===== config.mk =====
export PLATFORM = sky130hd
export DESIGN_NAME = prio_intc
export DESIGN_NICKNAME = d
export VERILOG_FILES = /design/src/rtl/intc_pkg.sv /design/src/rtl/intc_bank.sv /design/src/rtl/intc_resolver.sv /design/src/rtl/prio_intc.sv
export SDC_FILE = /design/constraint.sdc
export NUM_CORES = 1
export LEC_CHECK = 0
export BUFFER_PORTS_ARGS = -buffer_cell sky130_fd_sc_hd__buf_2
export CORE_MARGIN = 4
export CORE_UTILIZATION = 60
export CTS_CLUSTER_DIAMETER = 100
export DETAILED_ROUTE_END_ITERATION = 10
export PLACE_DENSITY = 0.85
export SLEW_MARGIN = 5
export SYNTH_ARGS = -nofsm -noshare
export SYNTH_HDL_FRONTEND = slang
export SYNTH_SLANG_ARGS = --single-unit

===== constraint.sdc =====
create_clock -name clk -period 5.9 [get_ports clk]
set_clock_uncertainty 0.15 [all_clocks]
set_input_delay 1.77 -clock clk [delete_from_list [all_inputs] [get_ports clk]]
set_output_delay 1.77 -clock clk [all_outputs]
set_load 0.01 [all_outputs]

===== src/rtl/intc_pkg.sv =====
// Shared constants, types and ranking functions for the banked interrupt
// controller. Assumes byte-wide banks and a 6-bit register address.
package intc_pkg;

    localparam int BANK_W = 8;
    localparam int DMA_W  = 6;
    localparam int ADDR_W = 6;
    localparam int NUM_W  = 5;
    localparam int IDX_W  = $clog2(BANK_W);

    typedef enum logic [1:0] {
        BK_A   = 2'd0,
        BK_B   = 2'd1,
        BK_DMA = 2'd2,
        BK_FIQ = 2'd3
    } bank_e;

    localparam logic [3:0] OFF_STAT = 4'h0;
    localparam logic [3:0] OFF_REQ  = 4'h4;
    localparam logic [3:0] OFF_MASK = 4'h8;

    localparam logic [NUM_W-1:0] BASE_A   = NUM_W'(0);
    localparam logic [NUM_W-1:0] BASE_B   = NUM_W'(8);
    localparam logic [NUM_W-1:0] BASE_DMA = NUM_W'(16);

    // Ranking tables: element [0] is the highest-priority bit.
    typedef logic [BANK_W-1:0][IDX_W-1:0] rank_t;
    localparam rank_t RANK_A = {3'd4, 3'd1, 3'd0, 3'd2, 3'd6, 3'd3, 3'd5, 3'd7};
    localparam rank_t RANK_B = {3'd4, 3'd1, 3'd0, 3'd6, 3'd7, 3'd5, 3'd3, 3'd2};

    typedef struct packed {
        logic             hit;
        logic [IDX_W-1:0] idx;
    } pick_t;

    // Highest-ranked set bit according to a ranking table.
    function automatic pick_t pick_ranked(input logic [BANK_W-1:0] req, input rank_t rank);
        pick_t p;
        p = '0;
        for (int i = BANK_W - 1; i >= 0; i--) begin
            if (req[rank[i]]) begin
                p.hit = 1'b1;
                p.idx = rank[i];
            end
        end
        return p;
    endfunction

    // Lowest-numbered set bit.
    function automatic pick_t pick_lowest(input logic [BANK_W-1:0] req);
        pick_t p;
        p = '0;
        for (int i = BANK_W - 1; i >= 0; i--) begin
            if (req[i]) begin
                p.hit = 1'b1;
                p.idx = IDX_W'(i);
            end
        end
        return p;
    endfunction

endpackage


===== src/rtl/intc_bank.sv =====
// One interrupt source bank: status, mask and masked request.
// LATCH=1 makes status edge-latched with write-one-to-clear; LATCH=0 makes
// status follow the input level one clock later and ignores clears.
// LIVE marks the implemented bits; the others always read zero.
module intc_bank
    import intc_pkg::*;
#(
    parameter bit               LATCH = 1'b0,
    parameter logic [BANK_W-1:0] LIVE = '1
) (
    input  logic              clk,
    input  logic              rst_n,
    input  logic [BANK_W-1:0] src,
    input  logic              mask_we,
    input  logic              clr_we,
    input  logic [BANK_W-1:0] wdata,
    output logic [BANK_W-1:0] status,
    output logic [BANK_W-1:0] mask,
    output logic [BANK_W-1:0] req
);

    logic [BANK_W-1:0] status_q;
    logic [BANK_W-1:0] mask_q;

    // Mask register, cleared by reset.
    always_ff @(posedge clk) begin
        if (!rst_n)       mask_q <= '0;
        else if (mask_we) mask_q <= wdata & LIVE;
    end

    generate
        if (LATCH) begin : g_latch
            logic [BANK_W-1:0] prev_q;
            logic [BANK_W-1:0] edge_v;
            logic [BANK_W-1:0] clr_v;

            // Rising-edge detect and clear vector.
            always_comb begin
                edge_v = src & ~prev_q & LIVE;
                clr_v  = clr_we ? (wdata & LIVE) : '0;
            end

            // Latched status: a new edge beats a clear in the same cycle.
            always_ff @(posedge clk) begin
                if (!rst_n) begin
                    prev_q   <= '0;
                    status_q <= '0;
                end else begin
                    prev_q   <= src & LIVE;
                    status_q <= (status_q & ~clr_v) | edge_v;
                end
            end

            // a set bit that was not cleared stays set.
            a_r3_latch_holds: assert property (@(posedge clk) disable iff (!rst_n)
                1'b1 |=> ((status_q & $past(status_q & ~clr_v)) == $past(status_q & ~clr_v)));
            // cleared bits without a competing edge read zero next cycle.
            a_r4_clear_works: assert property (@(posedge clk) disable iff (!rst_n)
                clr_we |=> ((status_q & $past(clr_v & ~edge_v)) == '0));
            // an edge always lands, even against a clear.
            a_r4_edge_wins: assert property (@(posedge clk) disable iff (!rst_n)
                (edge_v != '0) |=> ((status_q & $past(edge_v)) == $past(edge_v)));
        end else begin : g_level
            logic unused_clr;
            assign unused_clr = clr_we;

            // Level status: sample the inputs every clock.
            always_ff @(posedge clk) begin
                if (!rst_n) status_q <= '0;
                else        status_q <= src & LIVE;
            end

            // status tracks the inputs and no clear ever applies.
            a_r5_level_follow: assert property (@(posedge clk) disable iff (!rst_n)
                clr_we |=> (status_q == ($past(src) & LIVE)));
        end
    endgenerate

    // Outputs of the bank.
    always_comb begin
        status = status_q;
        mask   = mask_q;
        req    = status_q & mask_q;
    end

    // masks come out of reset cleared.
    a_r1_mask_reset: assert property (@(posedge clk) !rst_n |=> (mask_q == '0));

endmodule


===== src/rtl/intc_resolver.sv =====
// Registered priority resolver. Scans bank B, then DMA, then bank A, and
// reports the global number of the winner with a valid flag.
// Assumes requests are already masked.
module intc_resolver
    import intc_pkg::*;
(
    input  logic              clk,
    input  logic              rst_n,
    input  logic [BANK_W-1:0] req_a,
    input  logic [BANK_W-1:0] req_b,
    input  logic [DMA_W-1:0]  req_dma,
    output logic              int_valid,
    output logic [NUM_W-1:0]  int_num
);

    pick_t            pk_a, pk_b, pk_d;
    logic             nxt_valid;
    logic [NUM_W-1:0] nxt_num;

    // Per-bank winners and bank-order selection.
    always_comb begin
        pk_b = pick_ranked(req_b, RANK_B);
        pk_d = pick_lowest({{(BANK_W-DMA_W){1'b0}}, req_dma});
        pk_a = pick_ranked(req_a, RANK_A);
        nxt_valid = pk_b.hit | pk_d.hit | pk_a.hit;
        if (pk_b.hit)      nxt_num = BASE_B   + NUM_W'(pk_b.idx);
        else if (pk_d.hit) nxt_num = BASE_DMA + NUM_W'(pk_d.idx);
        else if (pk_a.hit) nxt_num = BASE_A   + NUM_W'(pk_a.idx);
        else               nxt_num = '0;
    end

    // Output register.
    always_ff @(posedge clk) begin
        if (!rst_n) begin
            int_valid <= 1'b0;
            int_num   <= '0;
        end else begin
            int_valid <= nxt_valid;
            int_num   <= nxt_num;
        end
    end

    // nothing pending means no valid result next cycle.
    a_r11_idle: assert property (@(posedge clk) disable iff (!rst_n)
        (req_a == '0 && req_b == '0 && req_dma == '0) |=> !int_valid);
    // bank B wins whenever it has a request.
    a_r7_b_first: assert property (@(posedge clk) disable iff (!rst_n)
        (req_b != '0) |=> (int_valid && int_num >= BASE_B && int_num < BASE_DMA));
    // DMA beats bank A.
    a_r7_dma_before_a: assert property (@(posedge clk) disable iff (!rst_n)
        (req_b == '0 && req_dma != '0) |=> (int_valid && int_num >= BASE_DMA));
    // DMA bit 0 is the top DMA source.
    a_r10_dma_low: assert property (@(posedge clk) disable iff (!rst_n)
        (req_b == '0 && req_dma[0]) |=> (int_num == BASE_DMA));
    // bank A bit 7 is the top bank A source.
    a_r9_a_top: assert property (@(posedge clk) disable iff (!rst_n)
        (req_b == '0 && req_dma == '0 && req_a[7]) |=> (int_num == NUM_W'(7)));

endmodule


===== src/rtl/prio_intc.sv =====
// Banked interrupt controller top: four source banks on a byte-wide register
// bus, irq/fiq summary lines and a registered priority resolver.
// Assumes a single clock domain and inputs already synchronous to clk.
module prio_intc
    import intc_pkg::*;
(
    input  logic              clk,
    input  logic              rst_n,
    input  logic              reg_wr,
    input  logic [ADDR_W-1:0] reg_addr,
    input  logic [7:0]        reg_wdata,
    output logic [7:0]        reg_rdata,
    input  logic [7:0]        src_a,
    input  logic [7:0]        src_b,
    input  logic [5:0]        src_dma,
    input  logic [7:0]        src_fiq,
    output logic              irq,
    output logic              fiq,
    output logic              int_valid,
    output logic [NUM_W-1:0]  int_num
);

    localparam int N_BANK = 4;

    logic [BANK_W-1:0] src_v [N_BANK];
    logic [BANK_W-1:0] st_v  [N_BANK];
    logic [BANK_W-1:0] mk_v  [N_BANK];
    logic [BANK_W-1:0] rq_v  [N_BANK];
    logic [1:0]        sel_bank;
    logic [3:0]        sel_off;

    // Address split and source padding.
    always_comb begin
        sel_bank = reg_addr[5:4];
        sel_off  = reg_addr[3:0];
        src_v[BK_A]   = src_a;
        src_v[BK_B]   = src_b;
        src_v[BK_DMA] = {{(BANK_W-DMA_W){1'b0}}, src_dma};
        src_v[BK_FIQ] = src_fiq;
    end

    generate
        for (genvar g = 0; g < N_BANK; g++) begin : g_bank
            localparam bit               IS_LATCH = (g == BK_A);
            localparam logic [BANK_W-1:0] LIVE_M  = (g == BK_DMA) ?
                BANK_W'((1 << DMA_W) - 1) : '1;
            logic hit;
            assign hit = reg_wr && (sel_bank == 2'(g));
            intc_bank #(.LATCH(IS_LATCH), .LIVE(LIVE_M)) u_bank (
                .clk     (clk),
                .rst_n   (rst_n),
                .src     (src_v[g]),
                .mask_we (hit && sel_off == OFF_MASK),
                .clr_we  (hit && sel_off == OFF_REQ),
                .wdata   (reg_wdata),
                .status  (st_v[g]),
                .mask    (mk_v[g]),
                .req     (rq_v[g])
            );
        end
    endgenerate

    // Register read mux.
    always_comb begin
        unique case (sel_off)
            OFF_STAT: reg_rdata = st_v[sel_bank];
            OFF_REQ:  reg_rdata = rq_v[sel_bank];
            OFF_MASK: reg_rdata = mk_v[sel_bank];
            default:  reg_rdata = '0;
        endcase
    end

    // Summary interrupt lines.
    always_comb begin
        irq = (|rq_v[BK_A]) | (|rq_v[BK_B]) | (|rq_v[BK_DMA]);
        fiq = |rq_v[BK_FIQ];
    end

    logic [BANK_W-DMA_W-1:0] unused_dma_hi;
    assign unused_dma_hi = rq_v[BK_DMA][BANK_W-1:DMA_W];

    intc_resolver u_res (
        .clk       (clk),
        .rst_n     (rst_n),
        .req_a     (rq_v[BK_A]),
        .req_b     (rq_v[BK_B]),
        .req_dma   (rq_v[BK_DMA][DMA_W-1:0]),
        .int_valid (int_valid),
        .int_num   (int_num)
    );

    // fiq is never raised by an empty fast bank.
    a_r6_fiq_source: assert property (@(posedge clk) disable iff (!rst_n)
        fiq |-> (st_v[BK_FIQ] != '0 && mk_v[BK_FIQ] != '0));
    // unimplemented DMA bits always read zero.
    a_r2_dma_hi_zero: assert property (@(posedge clk) disable iff (!rst_n)
        (st_v[BK_DMA][BANK_W-1:DMA_W] == '0) && (mk_v[BK_DMA][BANK_W-1:DMA_W] == '0));

endmodule


==> qor.yml, run 1 <==
cts_setup_buffers: 0
p_per_area_nw_per_um2: 245
ctsHoldBuffers: 0
slew_headroom_pct: 49.9
critPathLaunchType: "input pin"
finalSetupViolCount: 0
grt_pass1_wl_um: 14800
ant_nets: 0
clk_path_buf_depth: 2
initial_core_util_pct: 62.4
ios: 63
syn_area_um2: 3460
port_buffers: 62
synthTopCellsByArea: "dfxtp_1 (43%), mux4_2 (9.8%), and2_1 (6.5%)"
synth_cells: 368
max_stage_delay_ns: 0.51
routed_via_density: 6.22
first_global_vias: 2985
ys_ff_latch: 74
crit_path_end_kind: "primary output"
yosys_warnings: 0
antenna_found_initial: 0
worst-setup-path-type: "input pin to primary output"
htree_levels: 3
clkSinkCount: 74
slowest_stage: "mux4_2"
clk_pin_slew_ns: 0.08
cp.required_ns: 3.98
synth_top_area_share_pct: 42.9
cpMostUsedCell: "buf_2"
ir_worst_vdd_v: 0.000218
layout-drive-gt1-share_pct: 24.6
fmax_ghz: 0.184
finalMaxSlewViolations: 0
crit_arrival_ns: 3.51
finalPower_w: 0.000978
outcome: "finished clean"
drt-initial-drc-count: 312
ctsResizeCount: 0
clk_latency_ns: 0.36
grt_max_degree: 36
fp.dieH_um: 83.9
cts_tree: "built"
ys_seq_area_share_pct: 42.9
worst_pin_slew_ns: 0.751
dieArea_um2: 7040
area_growth_pct: 15.5
antenna_cells: 0
grt_overflow_total: 0
crit_chain: "buf_2 -> buf_4 -> mux4_2 -> a22oi_1 -> o21ai_0 -> buf_2"
cts_made_buffers: 9
detail_route.wl_per_cell_um: 18.1
die_x_um: 83.9
max_cap_viol_count: 0
dr.pass1.iters: 5
row_count: 27
grt.total_usage_pct: 26.7
core_um2: 5540
p_leak_nw: 1.69
syn_nets: 415
hp-class: "flop to flop"
fin_crit_ns: 5.43
gp_congestion: 0.979
clock-root-buffer: "clkbuf_8"
num_vias: 3130
setup-tns-final_ns: 0
rsz0062_at_grt: "no"
fin_crit_sh_pct: 92.0
hold_viol: 0
path_max_fanout: 23
place_hpwl_um: 6710
avgSynthCellArea_um2: 9.39
synth_top_area_cell: "dfxtp_1"
fin_nets: 475
ys_types: 40
drt_wl_total_um: 9090
route.detailed.drc: 0
==> logic make-up after synthesis <==
family	Yosys count	synth area share, %
AO/OA/AOI/OAI	75	14.5
buffers and inverters	21	2.79
flip-flops	74	42.9
multiplexers	35	15.7
AND/OR/NAND/NOR	163	24.1
==> registers in the layout (all words and copies together) (netlist names) <==
name,cells
u_res.int_valid,1
u_res.int_num,5
g_bank.u_bank.status,30
g_bank.u_bank.mask,30
g_bank.u_bank.g_latch.prev_q,8
==> cell usage in the layout, fill, tap and decap left out, drive strengths merged <==
cell type,instances
a22oi,14
dfxtp,74
nor2,26
mux4,15
nand2,54
a211oi,1
o211ai,2
clkinvlp,1
clkinv,1
nor2b,10
a21oi,23
inv,1
a22o,6
nand4,4
a222oi,2
a32o,2
o211a,1
mux2i,16
and2,36
o31ai,1
nor4b,2
a41oi,1
nand3,26
clkbuf,11
a221o,3
a2bb2oi,1
or4,1
bufinv,1
and3,1
o21ai,15
nor4,1
mux2,4
a32oi,2
a31oi,1
buf,69
or2,1
or4b,1
==> stage by stage <==
step | cell area (µm²) | hold slack (ns) | instances | setup slack, ns | util (%)
after global placement | 3820 | 0.311 | 489 | 0.570 | 68.9
final | 3990 | 0.327 | 503 | 0.470 | 72.0
after global routing | 3990 | 0.361 | 503 | 0.388 | 72.0
after detailed placement | 3820 | 0.313 | 489 | 0.524 | 68.9
after CTS | 3990 | 0.324 | 503 | 0.502 | 72.0
after floorplan | 3460 | 0.296 | 368 | 0.831 | -
==> critical path, delay by kind of cell <==
kind | cells | cell delay, ns
buffers and inverters | 3 | 0.91
muxes | 1 | 0.51
AOI/OAI and AO/OA | 2 | 0.31
==> path summary, 6_finish.rpt <==
kind	from	to	slack [ns]	depth (start not counted)
max	reg_addr[4]	reg_rdata[5]	0.47	6
min	g_bank[0].u_bank.mask[0]	g_bank[0].u_bank.mask[0]	0.33	2
max reg2reg	g_bank[1].u_bank.mask[5]	u_res.int_valid	3.84	4
min reg2reg	g_bank[0].u_bank.mask[0]	g_bank[0].u_bank.mask[0]	0.33	2
==> where the power goes <==
group / leakage, nW / switching [W] / internal, W / total, W
Sequential: 0.607 / 0.0000151 / 0.000516 / 0.000531
Combinational: 0.994 / 0.0000422 / 0.0000394 / 0.0000816
Clock: 0.0853 / 0.000176 / 0.000190 / 0.000366
==> synthesized netlist by cell type (all sizes together) <==
cell / number
a221o: 3
clkbuf: 11
a21oi: 23
inv: 1
nand3: 26
a32oi: 2
a32o: 2
and2: 36
nand4: 4
a22o: 6
mux4: 15
or4: 1
and3: 1
o31ai: 1
nor4: 1
a22oi: 14
o21ai: 15
or2: 1
a41oi: 1
a2bb2oi: 1
nor4b: 2
buf: 9
a31oi: 1
nand2: 54
or4b: 1
nor2: 26
o211ai: 2
o211a: 1
mux2i: 16
nor2b: 10
mux2: 4
dfxtp: 74
a222oi: 2
a211oi: 1
==> per-layer routing <==
metal / track usage [%] / vias up / part of all wire (%) / wire, µm
li1: - / 1455 / - / -
met1: 33.3 / 1482 / 40 / 3620
met2: 45.3 / 165 / 49 / 4460
met3: 5.53 / 28 / 8.2 / 748
met4: 10.1 / 0 / 2.9 / 264
met5: 0 / - / 0 / 0
==> cell type report <==
type	instances	area, µm²
Multi-Input combinational cell	273	1880
Fill cell	447	1550
Tap cell	72	90.1
Sequential cell	74	1480
Timing Repair Buffer	69	363
Clock inverter	3	42.5
Clock buffer	11	131
Inverter	1	3.75
Power figures use the tool's default switching activity.
==> inputs of run 2 (changes only) <==
CORE_UTILIZATION = 50   (was 60)
PLACE_DENSITY = 0.76   (was 0.85)
clock period = 4.58 ns   (was 5.9 ns; I/O delays follow)
==> run 2 against run 1 <==
Compared with the run above: worst setup slack worse by 0.30 ns; clock power up 72%; wire length up 4.3%; global-route usage down 3.3 points; design area up 4.2%; critical endpoint is now reg_rdata[3]; largest cell class unchanged; largest power group unchanged.
==> qor.yml, run 2 (synthesis results as in run 1) <==
outcome: "finished clean"  # unchanged
dieArea_um2: 8310  # was 7040 µm²
htree_levels: 3  # unchanged
place_area_um2: 3900  # was 3820 µm²
setup-tns-final_ns: 0  # unchanged
route.detailed.drc: 0  # unchanged
ios: 63  # unchanged
ant_nets: 0  # unchanged
slowest_stage: "or4b_1"  # was mux4_2
first_global_vias: 2944  # was 2985
clk_path_buf_depth: 2  # unchanged
slew_headroom_pct: 50.8  # was 49.9%
clkSinkCount: 74  # unchanged
crit_family: "compound AO/OA/AOI/OAI gates"  # was buffers and inverters
layout-drive-gt1-share_pct: 26.4  # was 24.6%
area_growth_pct: 20.3  # was 15.5%
p_per_area_nw_per_um2: 342  # was 245 nW/µm²
cp.required_ns: 3.06  # was 3.98 ns
clock-root-buffer: "clkbuf_8"  # unchanged
finalSetupViolCount: 0  # unchanged
fin_crit_ns: 4.41
detail_route.wl_per_cell_um: 18.2  # was 18.1 µm
row_count: 30  # was 27
initial_core_util_pct: 51.1  # was 62.4%
fillCellCount: 586  # was 447
cts_setup_buffers: 0  # unchanged
critPathLaunchType: "input pin"  # unchanged
ctsHoldBuffers: 0  # unchanged
reg2reg_from: "g_bank[1].u_bank.status[5]"  # was g_bank[1].u_bank.mask[5]
worst_pin_slew_ns: 0.735  # was 0.751 ns
gp_congestion: 0.954  # was 0.979
cp.buffers_inverters: 2  # was 3
worst-setup-path-type: "input pin to primary output"  # unchanged
power_frac_clock_pct: 44.1  # was 37.4%
crit_chain: "buf_2 -> or4b_1 -> a221o_2 -> a211oi_1 -> a221o_1 -> buf_2"  # was buf_2 -> buf_4 -> mux4_2 -> a22oi_1 -> o21ai_0 -> buf_2
layout_commonest_cell: "dfxtp_1"  # unchanged
fp.dieH_um: 91.1  # was 83.9 µm
hp-class: "flop to flop"  # unchanged
clk_latency_ns: 0.36  # about the same
ir_worst_vdd_v: 0.000179  # was 0.000218 V
dr.pass1.iters: 5  # unchanged
finalMaxSlewViolations: 0  # unchanged
cp-startpoint: "reg_addr[1]"  # was reg_addr[4]
cts_tree: "built"  # unchanged
fin_crit_sh_pct: 96.3
port_buffers: 62  # unchanged
max_cap_viol_count: 0  # unchanged
layout_common_cells: "dfxtp_1 (74), buf_2 (62), nand2_1 (53)"  # unchanged
path_max_fanout: 3  # was 23
clk_pin_slew_ns: 0.08  # about the same
p_leak_nw: 1.77  # was 1.69 nW
routed_via_density: 6.02  # was 6.22
place_hpwl_um: 6910  # was 6710 µm
grt_pass1_wl_um: 15000  # was 14800 µm
antenna_cells: 0  # unchanged
antenna_found_initial: 0  # unchanged
crit_arrival_ns: 2.89  # was 3.51 ns
die_x_um: 91.1  # was 83.9 µm
min_from: "g_bank[0].u_bank.mask[3]"  # was g_bank[0].u_bank.mask[0]
rsz0062_at_grt: "no"  # unchanged
fin_area_um2: 4160  # was 3990 µm²
fmax_ghz: 0.227
crit_path_end_kind: "primary output"  # unchanged
intPower_w: 0.00111  # was 0.000745 W
pwr-share-comb_pct: 7.8  # was 8.3%
grt_max_degree: 41  # was 36
fin_nets: 482  # was 475
ctsResizeCount: 0  # unchanged
num_vias: 3132  # was 3130
p_sw_w: 0.000311  # was 0.000233 W
max_stage_delay_ns: 0.56  # was 0.51 ns
drt_wl_total_um: 9480  # was 9090 µm
core_um2: 6760  # was 5540 µm²
grt_overflow_total: 0  # unchanged
cts_made_buffers: 9  # unchanged
p_seq_share_pct: 48.0  # was 54.3%
hold_viol: 0  # unchanged
cpMostUsedCell: "buf_2"  # unchanged
drt-initial-drc-count: 298  # was 312
switching_share_pct: 21.9  # was 23.8%
grt.total_usage_pct: 23.4  # was 26.7%
-- run 2: changes by cell type in the layout (fill, tap and decap cells not counted), sizes merged --
cell / delta
clkbuf: +1
clkinv: -1
buf: +7
bufinv: +2
-- run 2: through the flow --
stage / power, W / worst slack (ns) / instances / util [%] / hold slack (ns)
4_1_cts: 0.00143 / 0.163 / 520 / 61.5 / 0.327
6_report: 0.00142 / 0.171 / 520 / 61.5 / 0.328
2_1_floorplan: 0.000756 / 0.303 / 368 / - / 0.296
5_1_grt: 0.00147 / 0.140 / 520 / 61.5 / 0.351
3_5_place_dp: 0.000808 / 0.169 / 504 / 57.8 / 0.318
3_3_place_gp: 0.000805 / 0.161 / 504 / 57.8 / 0.311
-- run 2: final timing paths --
| check | endpoint | slack (ns) | depth (start not counted) |
|---|---|---|---|
| setup / recovery | reg_rdata[3] | 0.17 | 6 |
| hold / removal | g_bank[0].u_bank.mask[3] | 0.33 | 2 |
| setup reg to reg | u_res.int_valid | 2.40 | 4 |
| hold reg to reg | g_bank[0].u_bank.mask[3] | 0.33 | 2 |
-- run 2: layout make-up --
cell class	instances	area [µm²]	share of cell area [%]
clock buffers	12	155	3.73
multi-input cells	273	1880	45.2
well taps	80	100	2.41
flip-flops and latches	74	1480	35.6
repair buffers	76	440	10.6
clock inverters	4	97.6	2.35
inverters	1	3.75	0.0903
-- run 2: metal layers --
layer / wire length, µm / vias up / global-route usage [%]
met4: 277 / 0 / 11.3
met1: 4180 / 1470 / 31.4
met2: 4280 / 169 / 36.1
met5: 0 / - / 0
met3: 747 / 30 / 4.47
li1: - / 1463 / -
-- run 2: worst min-delay path: stages, from the launching register on --
cell,delay (ns)
dfxtp_1,0.33
nand2_1,0.06
a21oi_1,0.05
-- run 2: power by group through the flow --
stage / Sequential (W) / Clock, W / Combinational (W)
2_1_floorplan: 0.000690 / 0 / 0.0000656
3_3_place_gp: 0.000697 / 0 / 0.000108
3_5_place_dp: 0.000697 / 0 / 0.000111
4_1_cts: 0.000683 / 0.000638 / 0.000111
5_1_grt: 0.000685 / 0.000667 / 0.000122
6_report: 0.000684 / 0.000628 / 0.000111
